**src/rtl/vcs_pkg.sv**
```systemverilog
package vcs_pkg;

  localparam int unsigned WGT_W = 4;

  typedef enum logic [1:0] {
    ARB_STRICT = 2'd0,
    ARB_RR     = 2'd1,
    ARB_WRR    = 2'd2,
    ARB_RR_ALT = 2'd3
  } arb_mode_e;

endpackage

```
**src/rtl/vcs_fifo.sv**
```systemverilog
module vcs_fifo #(
  parameter int W     = 16,
  parameter int DEPTH = 8
) (
  input  logic         clk,
  input  logic         rst_n,
  input  logic         wr,
  input  logic [W-1:0] wdata,
  input  logic         rd,
  output logic [W-1:0] head,
  output logic         empty,
  output logic         full
);

  localparam int AW = (DEPTH > 1) ? $clog2(DEPTH) : 1;
  localparam int CW = $clog2(DEPTH + 1);

  logic [W-1:0]  mem [DEPTH];
  logic [AW-1:0] wp_q, wp_d, rp_q, rp_d;
  logic [CW-1:0] cnt_q, cnt_d;

  function automatic logic [AW-1:0] bump(input logic [AW-1:0] p);
    return (p == AW'(DEPTH - 1)) ? '0 : p + 1'b1;
  endfunction

  always_comb begin
    wp_d  = wr ? bump(wp_q) : wp_q;
    rp_d  = rd ? bump(rp_q) : rp_q;
    cnt_d = cnt_q;
    if (wr && !rd) cnt_d = cnt_q + 1'b1;
    else if (rd && !wr) cnt_d = cnt_q - 1'b1;
  end

  always_ff @(posedge clk or negedge rst_n) begin
    if (!rst_n) begin
      wp_q  <= '0;
      rp_q  <= '0;
      cnt_q <= '0;
    end else begin
      wp_q  <= wp_d;
      rp_q  <= rp_d;
      cnt_q <= cnt_d;
    end
  end

  always_ff @(posedge clk) begin
    if (wr) mem[wp_q] <= wdata;
  end

  assign head  = mem[rp_q];
  assign empty = (cnt_q == '0);
  assign full  = (cnt_q == CW'(DEPTH));

endmodule

```
**src/rtl/vcs_credit.sv**
```systemverilog
module vcs_credit #(
  parameter int CW = 6
) (
  input  logic          clk,
  input  logic          rst_n,
  input  logic          inc,
  input  logic          dec,
  input  logic [CW-1:0] limit,
  output logic [CW-1:0] cnt,
  output logic          err
);

  logic [CW-1:0] cnt_q, cnt_d;
  logic          err_q, err_d;
  logic          ovf;

  always_comb begin
    cnt_d = cnt_q;
    ovf   = 1'b0;
    if (inc && !dec) begin
      if (cnt_q >= limit) ovf = 1'b1;
      else cnt_d = cnt_q + 1'b1;
    end else if (dec && !inc) begin
      cnt_d = cnt_q - 1'b1;
    end
    err_d = err_q | ovf;
  end

  always_ff @(posedge clk or negedge rst_n) begin
    if (!rst_n) begin
      cnt_q <= '0;
      err_q <= 1'b0;
    end else begin
      cnt_q <= cnt_d;
      err_q <= err_d;
    end
  end

  assign cnt = cnt_q;
  assign err = err_q;

endmodule

```
**src/rtl/vcs_arbiter.sv**
```systemverilog
module vcs_arbiter
  import vcs_pkg::*;
#(
  parameter int N = 4
) (
  input  logic               clk,
  input  logic               rst_n,
  input  logic [N-1:0]       elig,
  input  arb_mode_e          mode,
  input  logic [N*WGT_W-1:0] weights,
  output logic [N-1:0]       gnt
);

  localparam int IW = $clog2(N);

  logic [IW-1:0]    last_q, last_d, rr_start, idx;
  logic [WGT_W-1:0] rem_q [N];
  logic [WGT_W-1:0] rem_d [N];
  logic [WGT_W-1:0] reload [N];
  logic [N-1:0]     live;
  logic             have;

  function automatic logic [IW-1:0] pick(input logic [N-1:0] m,
                                         input logic [IW-1:0] start);
    logic [IW-1:0] r;
    int s;
    r = '0;
    for (int k = N - 1; k >= 0; k--) begin
      s = int'(start) + k;
      if (s >= N) s = s - N;
      if (m[s]) r = s[IW-1:0];
    end
    return r;
  endfunction

  always_comb begin
    have     = |elig;
    rr_start = (last_q == IW'(N - 1)) ? '0 : last_q + 1'b1;
    for (int v = 0; v < N; v++) begin
      reload[v] = (weights[v*WGT_W +: WGT_W] == '0) ? WGT_W'(1)
                                                    : weights[v*WGT_W +: WGT_W];
      live[v]   = elig[v] && (rem_q[v] != '0);
      rem_d[v]  = rem_q[v];
    end
    idx = '0;
    case (mode)
      ARB_STRICT: begin
        for (int v = 0; v < N; v++) begin
          if (elig[v]) idx = v[IW-1:0];
        end
      end
      ARB_WRR: begin
        if (|live) begin
          idx        = pick(live, last_q);
          rem_d[idx] = rem_q[idx] - 1'b1;
        end else begin
          idx = pick(elig, rr_start);
          for (int v = 0; v < N; v++) rem_d[v] = reload[v];
          rem_d[idx] = reload[idx] - 1'b1;
        end
      end
      default: idx = pick(elig, rr_start);
    endcase
    last_d = idx;
    gnt    = '0;
    if (have) gnt[idx] = 1'b1;
  end

  always_ff @(posedge clk or negedge rst_n) begin
    if (!rst_n) begin
      last_q <= IW'(N - 1);
      for (int v = 0; v < N; v++) rem_q[v] <= '0;
    end else if (have) begin
      last_q <= last_d;
      for (int v = 0; v < N; v++) rem_q[v] <= rem_d[v];
    end
  end

endmodule

```
**src/rtl/vc_bypass_sched.sv**
```systemverilog
module vc_bypass_sched
  import vcs_pkg::*;
#(
  parameter int NUM_VC = 4,
  parameter int DEPTH  = 8,
  parameter int DATA_W = 16,
  parameter int CRED_W = 6
) (
  input  logic                      clk,
  input  logic                      rst_n,
  input  logic                      cfg_wr,
  input  logic [1:0]                cfg_mode,
  input  logic [NUM_VC*WGT_W-1:0]   cfg_weight,
  input  logic [CRED_W-1:0]         cfg_cred_max,
  input  logic                      in_valid,
  input  logic [$clog2(NUM_VC)-1:0] in_vc,
  input  logic                      in_byp,
  input  logic [DATA_W-1:0]         in_data,
  output logic                      in_ready,
  input  logic [NUM_VC-1:0]         ret_main,
  input  logic [NUM_VC-1:0]         ret_byp,
  output logic                      out_valid,
  output logic [$clog2(NUM_VC)-1:0] out_vc,
  output logic                      out_byp,
  output logic [DATA_W-1:0]         out_data,
  output logic [2*NUM_VC-1:0]       cred_err
);

  localparam int VC_W = $clog2(NUM_VC);

  arb_mode_e                 mode_q;
  logic [NUM_VC*WGT_W-1:0]   weight_q;
  logic [CRED_W-1:0]         cmax_q;

  logic [DATA_W-1:0]         main_head [NUM_VC];
  logic [DATA_W-1:0]         byp_head  [NUM_VC];
  logic [NUM_VC-1:0]         main_empty, main_full, byp_empty, byp_full;
  logic [NUM_VC-1:0]         wr_m, wr_b, rd_m, rd_b, rdy_v;
  logic [NUM_VC-1:0]         elig_m, elig_b, elig, gnt;
  logic [NUM_VC-1:0]         err_m, err_b;
  logic [NUM_VC*CRED_W-1:0]  cm_flat, cb_flat;

  logic                      fire;
  logic [VC_W-1:0]           sel_vc;
  logic                      sel_byp;
  logic [DATA_W-1:0]         sel_data;
  logic                      out_valid_q;
  logic [VC_W-1:0]           out_vc_q;
  logic                      out_byp_q;
  logic [DATA_W-1:0]         out_data_q;

  always_ff @(posedge clk or negedge rst_n) begin
    if (!rst_n) begin
      mode_q   <= ARB_RR;
      weight_q <= {NUM_VC{WGT_W'(1)}};
      cmax_q   <= '1;
    end else if (cfg_wr) begin
      mode_q   <= arb_mode_e'(cfg_mode);
      weight_q <= cfg_weight;
      cmax_q   <= cfg_cred_max;
    end
  end

  for (genvar v = 0; v < NUM_VC; v++) begin : g_vc
    logic              sel_v, to_byp_v;
    logic [CRED_W-1:0] cm_v, cb_v;

    assign sel_v    = (in_vc == VC_W'(v));
    assign to_byp_v = in_byp && !main_empty[v] && (cm_v == '0);
    assign wr_b[v]  = in_valid && sel_v && to_byp_v && !byp_full[v];
    assign wr_m[v]  = in_valid && sel_v && !to_byp_v && !main_full[v];
    assign rdy_v[v] = sel_v && (to_byp_v ? !byp_full[v] : !main_full[v]);

    assign elig_m[v] = !main_empty[v] && (cm_v != '0);
    assign elig_b[v] = !byp_empty[v] && (cb_v != '0);
    assign rd_b[v]   = gnt[v] && elig_b[v];
    assign rd_m[v]   = gnt[v] && !elig_b[v] && elig_m[v];

    assign cm_flat[v*CRED_W +: CRED_W] = cm_v;
    assign cb_flat[v*CRED_W +: CRED_W] = cb_v;
    assign cred_err[v]          = err_m[v];
    assign cred_err[NUM_VC + v] = err_b[v];

    vcs_fifo #(.W(DATA_W), .DEPTH(DEPTH)) u_mq (
      .clk(clk), .rst_n(rst_n), .wr(wr_m[v]), .wdata(in_data), .rd(rd_m[v]),
      .head(main_head[v]), .empty(main_empty[v]), .full(main_full[v]));

    vcs_fifo #(.W(DATA_W), .DEPTH(DEPTH)) u_bq (
      .clk(clk), .rst_n(rst_n), .wr(wr_b[v]), .wdata(in_data), .rd(rd_b[v]),
      .head(byp_head[v]), .empty(byp_empty[v]), .full(byp_full[v]));

    vcs_credit #(.CW(CRED_W)) u_mc (
      .clk(clk), .rst_n(rst_n), .inc(ret_main[v]), .dec(rd_m[v]),
      .limit(cmax_q), .cnt(cm_v), .err(err_m[v]));

    vcs_credit #(.CW(CRED_W)) u_bc (
      .clk(clk), .rst_n(rst_n), .inc(ret_byp[v]), .dec(rd_b[v]),
      .limit(cmax_q), .cnt(cb_v), .err(err_b[v]));
  end

  assign in_ready = |rdy_v;
  assign elig     = elig_m | elig_b;

  vcs_arbiter #(.N(NUM_VC)) u_arb (
    .clk(clk), .rst_n(rst_n), .elig(elig), .mode(mode_q),
    .weights(weight_q), .gnt(gnt));

  always_comb begin
    fire     = |gnt;
    sel_vc   = '0;
    sel_byp  = 1'b0;
    sel_data = '0;
    for (int v = 0; v < NUM_VC; v++) begin
      if (gnt[v]) begin
        sel_vc   = v[VC_W-1:0];
        sel_byp  = elig_b[v];
        sel_data = elig_b[v] ? byp_head[v] : main_head[v];
      end
    end
  end

  always_ff @(posedge clk or negedge rst_n) begin
    if (!rst_n) out_valid_q <= 1'b0;
    else        out_valid_q <= fire;
  end

  always_ff @(posedge clk) begin
    if (fire) begin
      out_vc_q   <= sel_vc;
      out_byp_q  <= sel_byp;
      out_data_q <= sel_data;
    end
  end

  assign out_valid = out_valid_q;
  assign out_vc    = out_vc_q;
  assign out_byp   = out_byp_q;
  assign out_data  = out_data_q;

endmodule

```
**config.mk**
```make
export PLATFORM = sky130hd
export DESIGN_NAME = vc_bypass_sched
export DESIGN_NICKNAME = d
export VERILOG_FILES = /design/src/rtl/vcs_pkg.sv /design/src/rtl/vcs_fifo.sv /design/src/rtl/vcs_credit.sv /design/src/rtl/vcs_arbiter.sv /design/src/rtl/vc_bypass_sched.sv
export SDC_FILE = /design/constraint.sdc
export NUM_CORES = 2
export LEC_CHECK = 0
export ABC_AREA = 1
export BUFFER_PORTS_ARGS = -buffer_cell sky130_fd_sc_hd__buf_2
export CAP_MARGIN = 20
export CORE_UTILIZATION = 55
export DETAILED_ROUTE_END_ITERATION = 8
export PLACE_DENSITY = 0.71
export SETUP_SLACK_MARGIN = 0.3
export SYNTH_ARGS = -nofsm -noshare
export SYNTH_HDL_FRONTEND = slang
export SYNTH_SLANG_ARGS = --single-unit
export TNS_END_PERCENT = 10
```
**constraint.sdc**
```tcl
create_clock -name clk -period 5.05 [get_ports clk]
set_input_delay 1.01 -clock clk [delete_from_list [all_inputs] [get_ports clk]]
set_output_delay 1.01 -clock clk [all_outputs]
set_load 0.005 [all_outputs]
```
# [After elaboration in Yosys (flattened, before gate mapping)]
# Memories as Yosys holds them, arrays and structs flattened.
# Index checks and enable logic that the tools add are counted.
[word_totals] regBits=198 ram_bits=1024 in_bits=55 wordCells=620 memories=8
[op_classes] addsub=65 magnitude_cmp=34 n_eq_ne=37 n_mux=212 bitwise=11 reduce_logical=200
[mem_list] name="g_vc[0].u_bq.mem" depth=8 width=16 read_ports=1 rd_clocked_by_memory_dff=0 write_ports=1 line="vcs_fifo.sv:18" text="logic [W-1:0] mem [DEPTH];"
[mem_list] name="g_vc[0].u_mq.mem" depth=8 width=16 read_ports=1 rd_clocked_by_memory_dff=0 write_ports=1 line="vcs_fifo.sv:18"
[mem_list] name="g_vc[1].u_bq.mem" depth=8 width=16 read_ports=1 rd_clocked_by_memory_dff=0 write_ports=1 line="vcs_fifo.sv:18"
[mem_list] name="g_vc[1].u_mq.mem" depth=8 width=16 read_ports=1 rd_clocked_by_memory_dff=0 write_ports=1 line="vcs_fifo.sv:18"
[mem_list] name="g_vc[2].u_bq.mem" depth=8 width=16 read_ports=1 rd_clocked_by_memory_dff=0 write_ports=1 line="vcs_fifo.sv:18"
[mem_list] name="g_vc[2].u_mq.mem" depth=8 width=16 read_ports=1 rd_clocked_by_memory_dff=0 write_ports=1 line="vcs_fifo.sv:18"
[mem_list] name="2 more memories"
[op_table] cell="$mux 32" n=28
[op_table] cell="$lt 32x4->1 const B" n=12
[op_table] cell="$ge 32x4->1 const B" n=6
[op_table] cell="$sub 32x4->32 const B" n=6
[op_table] cell="$mux 16" n=9
[op_table] cell="$mux 6" n=24
[op_table] cell="$mux 4" n=27
[op_table] cell="$logic_and 1x1->1" n=91
[op_table] cell="$mux 1" n=68
[op_table] cell="$add 3x1->3 const B" n=16
[op_table] cell="$add 6x1->6 const B" n=8
[op_table] cell="$eq 3x3->1 const B" n=16
[op_table] cell="$ge 6x6->1" n=8
[op_table] cell="$logic_not 1->1" n=48
[op_table] cell="$logic_not 4->1" n=12
[op_table] cell="$mux 3" n=16
[op_table] cell="$reduce_bool 6->1" n=8
[op_table] cell="$sub 6x1->6 const B" n=8
[op_table] cell="$mux 2" n=20
[op_table] cell="$sub 4x1->4 const B" n=10
[op_table] cell="$add 4x1->4 const B" n=8
[op_table] cell="$bwmux 16" n=2
[op_table] cell="$eq 4x4->1 const B" n=8
[op_table] cell="$reduce_bool 2->1" n=16
[op_table] cell="26 further kinds" n=84

# [Logic depth before layout (Yosys ltp)]
[logic_depth] word_depth=30 mapped_depth=33 depth_no_buf=33

# [Cells and area by module]
# Synthesis repeated with hierarchy kept, for this count alone.
[unflattened] hier_cells=6402 hier_area_um2=59047.9
[by_module_without_submodules] mod="vcs_fifo (g_vc[0].u_bq ...)" n_inst=6 cells_each=630 area_each_um2=6085.8 seq_area_each_um2=4093.9
[by_module_without_submodules] mod="vcs_fifo (g_vc[3].u_mq)" n_inst=1 cells_each=506 area_each_um2=5713.0 seq_area_each_um2=4093.9
[by_module_without_submodules] mod="vcs_fifo (g_vc[1].u_bq)" n_inst=1 cells_each=506 area_each_um2=5706.7 seq_area_each_um2=4093.9
[by_module_without_submodules] mod="vcs_credit" n_inst=8 cells_each=91 area_each_um2=678.2 seq_area_each_um2=175.2
[by_module_without_submodules] mod="vc_bypass_sched" n_inst=1 cells_each=500 area_each_um2=3533.4 seq_area_each_um2=1209.9
[by_module_without_submodules] mod="vcs_arbiter" n_inst=1 cells_each=382 area_each_um2=2154.6 seq_area_each_um2=452.9

# [Worst setup path before layout]
# No wires, ideal clock.
[synth_path] path_type="reg2reg" from="reg u_arb.last_q[1]" to="reg g_vc[0].u_mc.cnt_q[5]" setup_time_ns=0.116 arrival_ns=3.654 required_ns=4.934 slack_ns=1.279 stages_incl_launch_ff=29 path_buffers=1 synth_period_minus_slack_ns=3.771 path_cell_list="dfstp_2 > ha_1 > nand2_1 > inv_1 > or2_1 > nand3b_4 > nand3_2 > nand2_1 > nand2_2 > nand2_2 > buf_6 > a21oi_4 > nand2_8 > inv_4 > nand2_4 > inv_4 > nand2_2 > nand2_1 > ha_1 > nand2_1 > nor2_1 > a211oi_1 > o21ai_0 > a21oi_1 > nor2_1 > nand3_1 > nand2_1 > nand2_1 > nand2_1"
[synth_via] elab_chain_cells=29 word_cells_on_any_way=122 classes_between="15 x add/sub; 10 x order compare; 2 x eq/ne; 87 x mux; 8 x reduce/logical"
[synth_rtl] item="start: declaration" line="vcs_arbiter.sv:16" text="logic [IW-1:0] last_q, last_d, rr_start, idx;"
[synth_rtl] item="start signal: assignment" line="vcs_arbiter.sv:71" text="last_q <= IW'(N - 1);"
[synth_rtl] item="start signal: assignment" line="vcs_arbiter.sv:74" text="last_q <= last_d;"
[synth_rtl] item="$add 2x1->2 / $eq 2x2->1 (equally long branches)" line="vcs_arbiter.sv:38" text="rr_start = (last_q == IW'(N - 1)) ? '0 : last_q + 1'b1;"
[synth_rtl] item="$mux 2" line="vcs_arbiter.sv:38"
[synth_rtl] item="$add 2x2->3" line="vcs_arbiter.sv:29" text="s = int'(start) + k;"
[synth_rtl] item="$sub 32x4->32 / $ge 32x4->1 (equally long branches)" line="vcs_arbiter.sv:30" text="if (s >= N) s = s - N;"
[synth_rtl] item="$mux 32" line="vcs_arbiter.sv:30"
[synth_rtl] item="$mux 32" line="vcs_arbiter.sv:53" text="if (|live) begin"
[synth_rtl] item="$mux 32" line="vcs_arbiter.sv:46" text="case (mode)"
[synth_rtl] item="$bmux 1 s2" line="vcs_arbiter.sv:31" text="if (m[s]) r = s[IW-1:0];"
[synth_rtl] item="[... 12 more ...]"
[synth_rtl] item="$mux 1 (not written as such)" line="vcs_arbiter.sv:66" text="if (have) gnt[idx] = 1'b1;"
[synth_rtl] item="$demux 1 s2 *"
[synth_rtl] item="$mux 4 *" line="vcs_arbiter.sv:66"
[synth_rtl] item="$logic_and 1x1->1 * (2 in series)" line="vc_bypass_sched.sv:77" text="assign rd_m[v] = gnt[v] && !elig_b[v] && elig_m[v];"
[synth_rtl] item="$logic_not 1->1" line="vcs_credit.sv:20" text="if (inc && !dec) begin"
[synth_rtl] item="$logic_and 1x1->1" line="vcs_credit.sv:20"
[synth_rtl] item="$ne 2x2->1 (no line) / $reduce_bool 2->1 (equally long branches)"
[synth_rtl] item="$reduce_and 2->1 (no line)"
[synth_rtl] item="end signal: assignment" line="vcs_credit.sv:34" text="cnt_q <= cnt_d;"
[synth_rtl] item="end: declaration" line="vcs_credit.sv:13" text="logic [CW-1:0] cnt_q, cnt_d;"
# Every way passes the cells marked *; elsewhere a longest branch is shown, timed or not. The select of a mux whose other input is x is not followed.
# A chain may end at the register's enable or synchronous reset.

# [Worst setup path after layout]
[layout_path] from="reg u_arb.last_q[0]" to="reg g_vc[0].u_mc.cnt_q[5]"
# Same word-level chain as after synthesis.

==> report_table.html <==
<table>
<tr><th>Metric</th><th>Value</th></tr>
<tr><th colspan="2">Logic synthesis</th></tr>
<tr><td>Ranking of synthesized cells by instance count</td><td>1,043 x sky130_fd_sc_hd__edfxtp_1, 730 x sky130_fd_sc_hd__nand2_1, 501 x sky130_fd_sc_hd__nor2_1</td></tr>
<tr><td>Proportion of netlist area held by the largest area contributor</td><td>0.5888</td></tr>
<tr><td>Dominant combinational cell family by area after synthesis</td><td>compound AO/OA/AOI/OAI gates</td></tr>
<tr><td>Most repeated cell in the gate-level netlist after synthesis</td><td>sky130_fd_sc_hd__edfxtp_1</td></tr>
<tr><td>Cell taking the most area after synthesis</td><td>sky130_fd_sc_hd__edfxtp_1</td></tr>
<tr><td>Number of warning messages in the yosys log</td><td>0</td></tr>
<tr><td>Post-synthesis instance total</td><td>4,496</td></tr>
<tr><td>Share of the synthesized area in compound gates (AO/OA/AOI/OAI)</td><td>0.1234</td></tr>
<tr><td>Number of enable flip-flop cells after synthesis</td><td>1,043</td></tr>
<tr><td>Simple-Gate Fraction of Synth Area</td><td>0.1167</td></tr>
<tr><td>Top cells by area in the synthesized netlist</td><td>sky130_fd_sc_hd__edfxtp_1 59%, sky130_fd_sc_hd__dfrtp_1 7.8%, sky130_fd_sc_hd__nand2_1 5.2%</td></tr>
<tr><td>Synthesized netlist net count</td><td>4,707</td></tr>
<tr><td>Async S/R FF share, synth</td><td>0.1465</td></tr>
<tr><td>Share of cell area taken by muxes after synthesis</td><td>0.004069</td></tr>
<tr><td>Post-synthesis share of cell area spent on full adders, half adders and majority gates</td><td>0.03895</td></tr>
<tr><td>Most common flop cell mapped by yosys</td><td>sky130_fd_sc_hd__edfxtp_1</td></tr>
<tr><td>Summed instance area of the synthesized netlist</td><td>about 53,000 µm²</td></tr>
<tr><td>Yosys reg bits</td><td>1,222</td></tr>
<tr><td>Post-synthesis cell type count</td><td>60</td></tr>
<tr><td>Xor and xnor fraction of the mapped netlist area</td><td>0.009197</td></tr>
<tr><td>Synthesized area per cell</td><td>11.83 µm²</td></tr>
<tr><td>Sequential share of the synthesized area</td><td>0.6733</td></tr>
<tr><th colspan="2">Routing</th></tr>
<tr><td>Antenna Nets Post-Route</td><td>0</td></tr>
<tr><td>Router iterations before antenna repair</td><td>5</td></tr>
<tr><td>Total number of vias</td><td>~35,000</td></tr>
<tr><td>Average vias per placed instance</td><td>approximately 6</td></tr>
<tr><td>Residual DRC</td><td>0</td></tr>
<tr><td>Total Routed Length</td><td>~130,000 µm</td></tr>
<tr><td>Iteration-0 DRC Markers</td><td>a little under 4,000</td></tr>
<tr><td>Average routed wire per standard cell</td><td>around 22 µm</td></tr>
<tr><th colspan="2">Worst setup path</th></tr>
<tr><td>Startpoint kind of the worst setup timing path</td><td>flip-flop</td></tr>
<tr><td>Critical-path top delay cell</td><td>sky130_fd_sc_hd__dfstp_2</td></tr>
<tr><td>Crit-path max FO</td><td>11</td></tr>
<tr><td>Req. time, crit path</td><td>5.64 ns</td></tr>
<tr><td>Worst path bufs/invs</td><td>4</td></tr>
<tr><td>Endpoint class of the critical path</td><td>flip-flop</td></tr>
<tr><td>Arr. time, crit path</td><td>4.98 ns</td></tr>
<tr><td>Most numerous cell on the critical path</td><td>sky130_fd_sc_hd__nand2_1</td></tr>
<tr><td>Family of cells with the greatest summed delay on the critical path</td><td>simple AND/OR/NAND/NOR gates</td></tr>
<tr><td>Slowest cell delay on critical path</td><td>0.69 ns</td></tr>
<tr><td>Kind of critical path</td><td>reg -&gt; reg</td></tr>
<tr><th colspan="2">Global route</th></tr>
<tr><td>Largest net degree at the start of global routing</td><td>98</td></tr>
<tr><td>Global-route wire length before repair</td><td>between 150,000 and 200,000 µm</td></tr>
<tr><td>Global-route usage over all layers</td><td>0.2651</td></tr>
<tr><td>Antenna violations before repair</td><td>1</td></tr>
<tr><td>Final global-route overflow total</td><td>0</td></tr>
<tr><td>Number of global-route vias before repair</td><td>33,928</td></tr>
<tr><th colspan="2">Power and ir drop</th></tr>
<tr><td>Power per Cell Area</td><td>about 570 nW/µm²</td></tr>
<tr><td>Maximum VDD drop</td><td>0.3565 mV</td></tr>
<tr><td>Power, Total</td><td>33.93 mW</td></tr>
<tr><td>Static leakage power</td><td>around 22 nW</td></tr>
<tr><th colspan="2">Hold path</th></tr>
<tr><td>Min-delay worst type</td><td>in -&gt; async</td></tr>
<tr><th colspan="2">Placement</th></tr>
<tr><td>Number of buffers inserted by port buffering</td><td>83</td></tr>
<tr><td>Area after detailed placement</td><td>55,450 µm²</td></tr>
<tr><td>Final HPWL DP</td><td>78,010 µm</td></tr>
<tr><td>Placer Congestion</td><td>0.8593</td></tr>
<tr><td>Post-placement setup slack</td><td>0.5265 ns</td></tr>
<tr><th colspan="2">Die</th></tr>
<tr><td>Standard-cell row count</td><td>113</td></tr>
<tr><td>Die Width</td><td>about 310 µm</td></tr>
<tr><td>I/O pin count</td><td>84</td></tr>
<tr><td>Die Span Y</td><td>313.0 µm</td></tr>
<tr><td>Total Die Area</td><td>97,970 µm²</td></tr>
<tr><td>Initial Util</td><td>0.5574</td></tr>
<tr><td>Core outline area</td><td>95,440 µm²</td></tr>
<tr><th colspan="2">Timing</th></tr>
<tr><td>Final period util</td><td>0.8684</td></tr>
<tr><td>Worst rel slew slack</td><td>0.2677</td></tr>
<tr><td>Post-Route Hold Slack</td><td>~0.45 ns</td></tr>
<tr><td>Fmax</td><td>0.2280 GHz</td></tr>
<tr><td>Pins over their slew limit</td><td>0</td></tr>
<tr><td>Setup skew after layout</td><td>0.02711 ns</td></tr>
<tr><td>Shortest period the worst path allows</td><td>4.385 ns</td></tr>
<tr><td>Setup Viol. Count Final</td><td>0</td></tr>
<tr><td>Final-report hold violation count</td><td>0</td></tr>
<tr><td>Worst-margin pin slew</td><td>1.097 ns</td></tr>
<tr><td>Setup repair after global routing missed its margin</td><td>yes</td></tr>
<tr><td>Final setup TNS</td><td>0 ns</td></tr>
<tr><td>Minimum setup slack in the final design</td><td>around 0.66 ns</td></tr>
<tr><th colspan="2">Finish</th></tr>
<tr><td>Number of nets in the finished design</td><td>about 4,800</td></tr>
<tr><td>Layout Cell Area excl Fill</td><td>59,410 µm²</td></tr>
<tr><td>Share of layout cells above drive strength 1</td><td>0.1152</td></tr>
<tr><td>Area growth from synthesis to layout</td><td>11.68%</td></tr>
<tr><th colspan="2">CTS</th></tr>
<tr><td>Clock buffer count from CTS</td><td>117</td></tr>
<tr><td>Clk Tree Root Cell</td><td>sky130_fd_sc_hd__clkbuf_16</td></tr>
<tr><td>Clock transition at the register clock pins on the worst setup and hold paths after CTS</td><td>0.07 ns</td></tr>
<tr><td>Clock buffer depth</td><td>3</td></tr>
<tr><td>CTS tree</td><td>done</td></tr>
<tr><td>Clk sink count</td><td>~1,200</td></tr>
<tr><td>Cts repair resizes</td><td>0</td></tr>
<tr><td>Clock Latency Late Sink</td><td>0.71 ns</td></tr>
<tr><td>Number of levels the H-tree was split into</td><td>3</td></tr>
<tr><th colspan="2">Flow run</th></tr>
<tr><td>Number of violations of the max-capacitance limit</td><td>0</td></tr>
<tr><th colspan="2">Run status</th></tr>
<tr><td>Run status</td><td>complete, no violations</td></tr>
</table>
final timing paths:
check | endpoint | startpoint | depth (start not counted) | slack, ns
max in group asynchronous | g_vc[0].u_mq.rp_q[0] | rst_n | 2 | 3.63
min in group clk | g_vc[0].u_mc.err | g_vc[0].u_mc.err | 1 | 0.47
min reg2reg | g_vc[0].u_mc.err | g_vc[0].u_mc.err | 1 | 0.47
min | u_arb.rem_q[1] | rst_n | 1 | 0.45
max | g_vc[0].u_mc.cnt[5] | u_arb.last_q[0] | 29 | 0.66
max reg2reg | g_vc[0].u_mc.cnt[5] | u_arb.last_q[0] | 29 | 0.66
placed cells by master (no fill, tap or decap), drive strengths merged, types with 15 or more instances in the layout:
| cell | synthesis | routed |
|---|---|---|
| dfrtp | 166 | 166 |
| clkinv | 2 | 57 |
| edfxtp | 1043 | 1043 |
| a32o | 64 | 64 |
| o221ai | 64 | 64 |
| buf | 40 | 217 |
| xnor2 | 22 | 22 |
| nor3 | 43 | 43 |
| a32oi | 32 | 32 |
| xor2 | 33 | 33 |
| inv | 246 | 241 |
| o211ai | 53 | 53 |
| mux2i | 16 | 16 |
| ha | 140 | 140 |
| nand4 | 29 | 29 |
| o21a | 15 | 15 |
| nand3 | 124 | 124 |
| o22ai | 106 | 106 |
| fa | 16 | 16 |
| o21ai | 503 | 503 |
| a21oi | 214 | 214 |
| nor2 | 509 | 509 |
| nand2 | 760 | 760 |
| clkbuf | 178 | 153 |
repair_timing:
item / in CTS / in global routing
hold buffers: 0 / 0
setup endpoints to repair: 0 / 3
buffers inserted: 0 / 1
endpoints found under the hold margin: 0 / 0
metal layers:
layer	vias to the layer above	GRT usage	share of wire
met5	-	0	0
met4	0	0.09967	0.036
met3	241	0.03586	0.075
met2	1359	0.4277	0.47
met1	17244	0.3693	0.42
li1	16508	-	-
area by class of cell:
type	count	area, µm²
Clock buffer	152	3201
Timing Repair Buffer	218	1506
Antenna cell	2	5.005
Inverter	248	948.4
Clock inverter	66	630.6
Fill cell	7235	36030
Tap cell	1265	1583
Sequential cell	1222	35830
Multi-Input combinational cell	2808	15710
power breakdown:
part / switching, mW / internal, mW
Combinational: 8.32 / 4.10
Clock: 3.78 / 4.93
Sequential: 0.902 / 11.9
Total: 13.0 / 20.9
registers in the layout (all words and copies together) (netlist names):
register	cells
g_vc.u_bq.cnt_q	16
g_vc.u_mq.wp_q	12
g_vc.u_bq.mem	512
out_data	16
mode_q	2
g_vc.u_mc.err	4
out_vc	2
g_vc.u_mq.cnt_q	16
weight_q	16
g_vc.u_bq.wp_q	12
out_valid	1
g_vc.u_bq.rp_q	12
g_vc.u_bc.cnt	24
g_vc.u_mq.mem	512
out_byp	1
g_vc.u_bc.err	4
u_arb.rem_q	16
g_vc.u_mc.cnt	24
u_arb.last_q	2
g_vc.u_mq.rp_q	12
cmax_q	6
per-stage QoR:
step	std cells	utilization
final	5981	0.6225
after global routing	5980	0.6225
after CTS	5973	0.6212
after detailed placement	5755	0.5811
after global placement	5754	0.5810
after floorplan	4496	-
cells by family (layout without fill, tap and decap cells):
family / Yosys count / count (layout)
fa+ha+maj: 156 / 156
buf+inv: 466 / 684
simple gates: 1484 / 1484
flops: 1222 / 1222
xor+xnor: 55 / 55
mux: 21 / 21
compound gates: 1092 / 1092
other cells: 0 / 2
worst register-to-register path, delay by kind of cell, from the launching register on:
family,cells,cell delay (ns)
buffers and inverters,4,0.28
DFF,1,0.69
adders and majority gates,2,0.67
AOI/OAI and AO/OA,4,0.73
and+or+nand+nor,19,1.93
(Power assumes the default switching activity.)
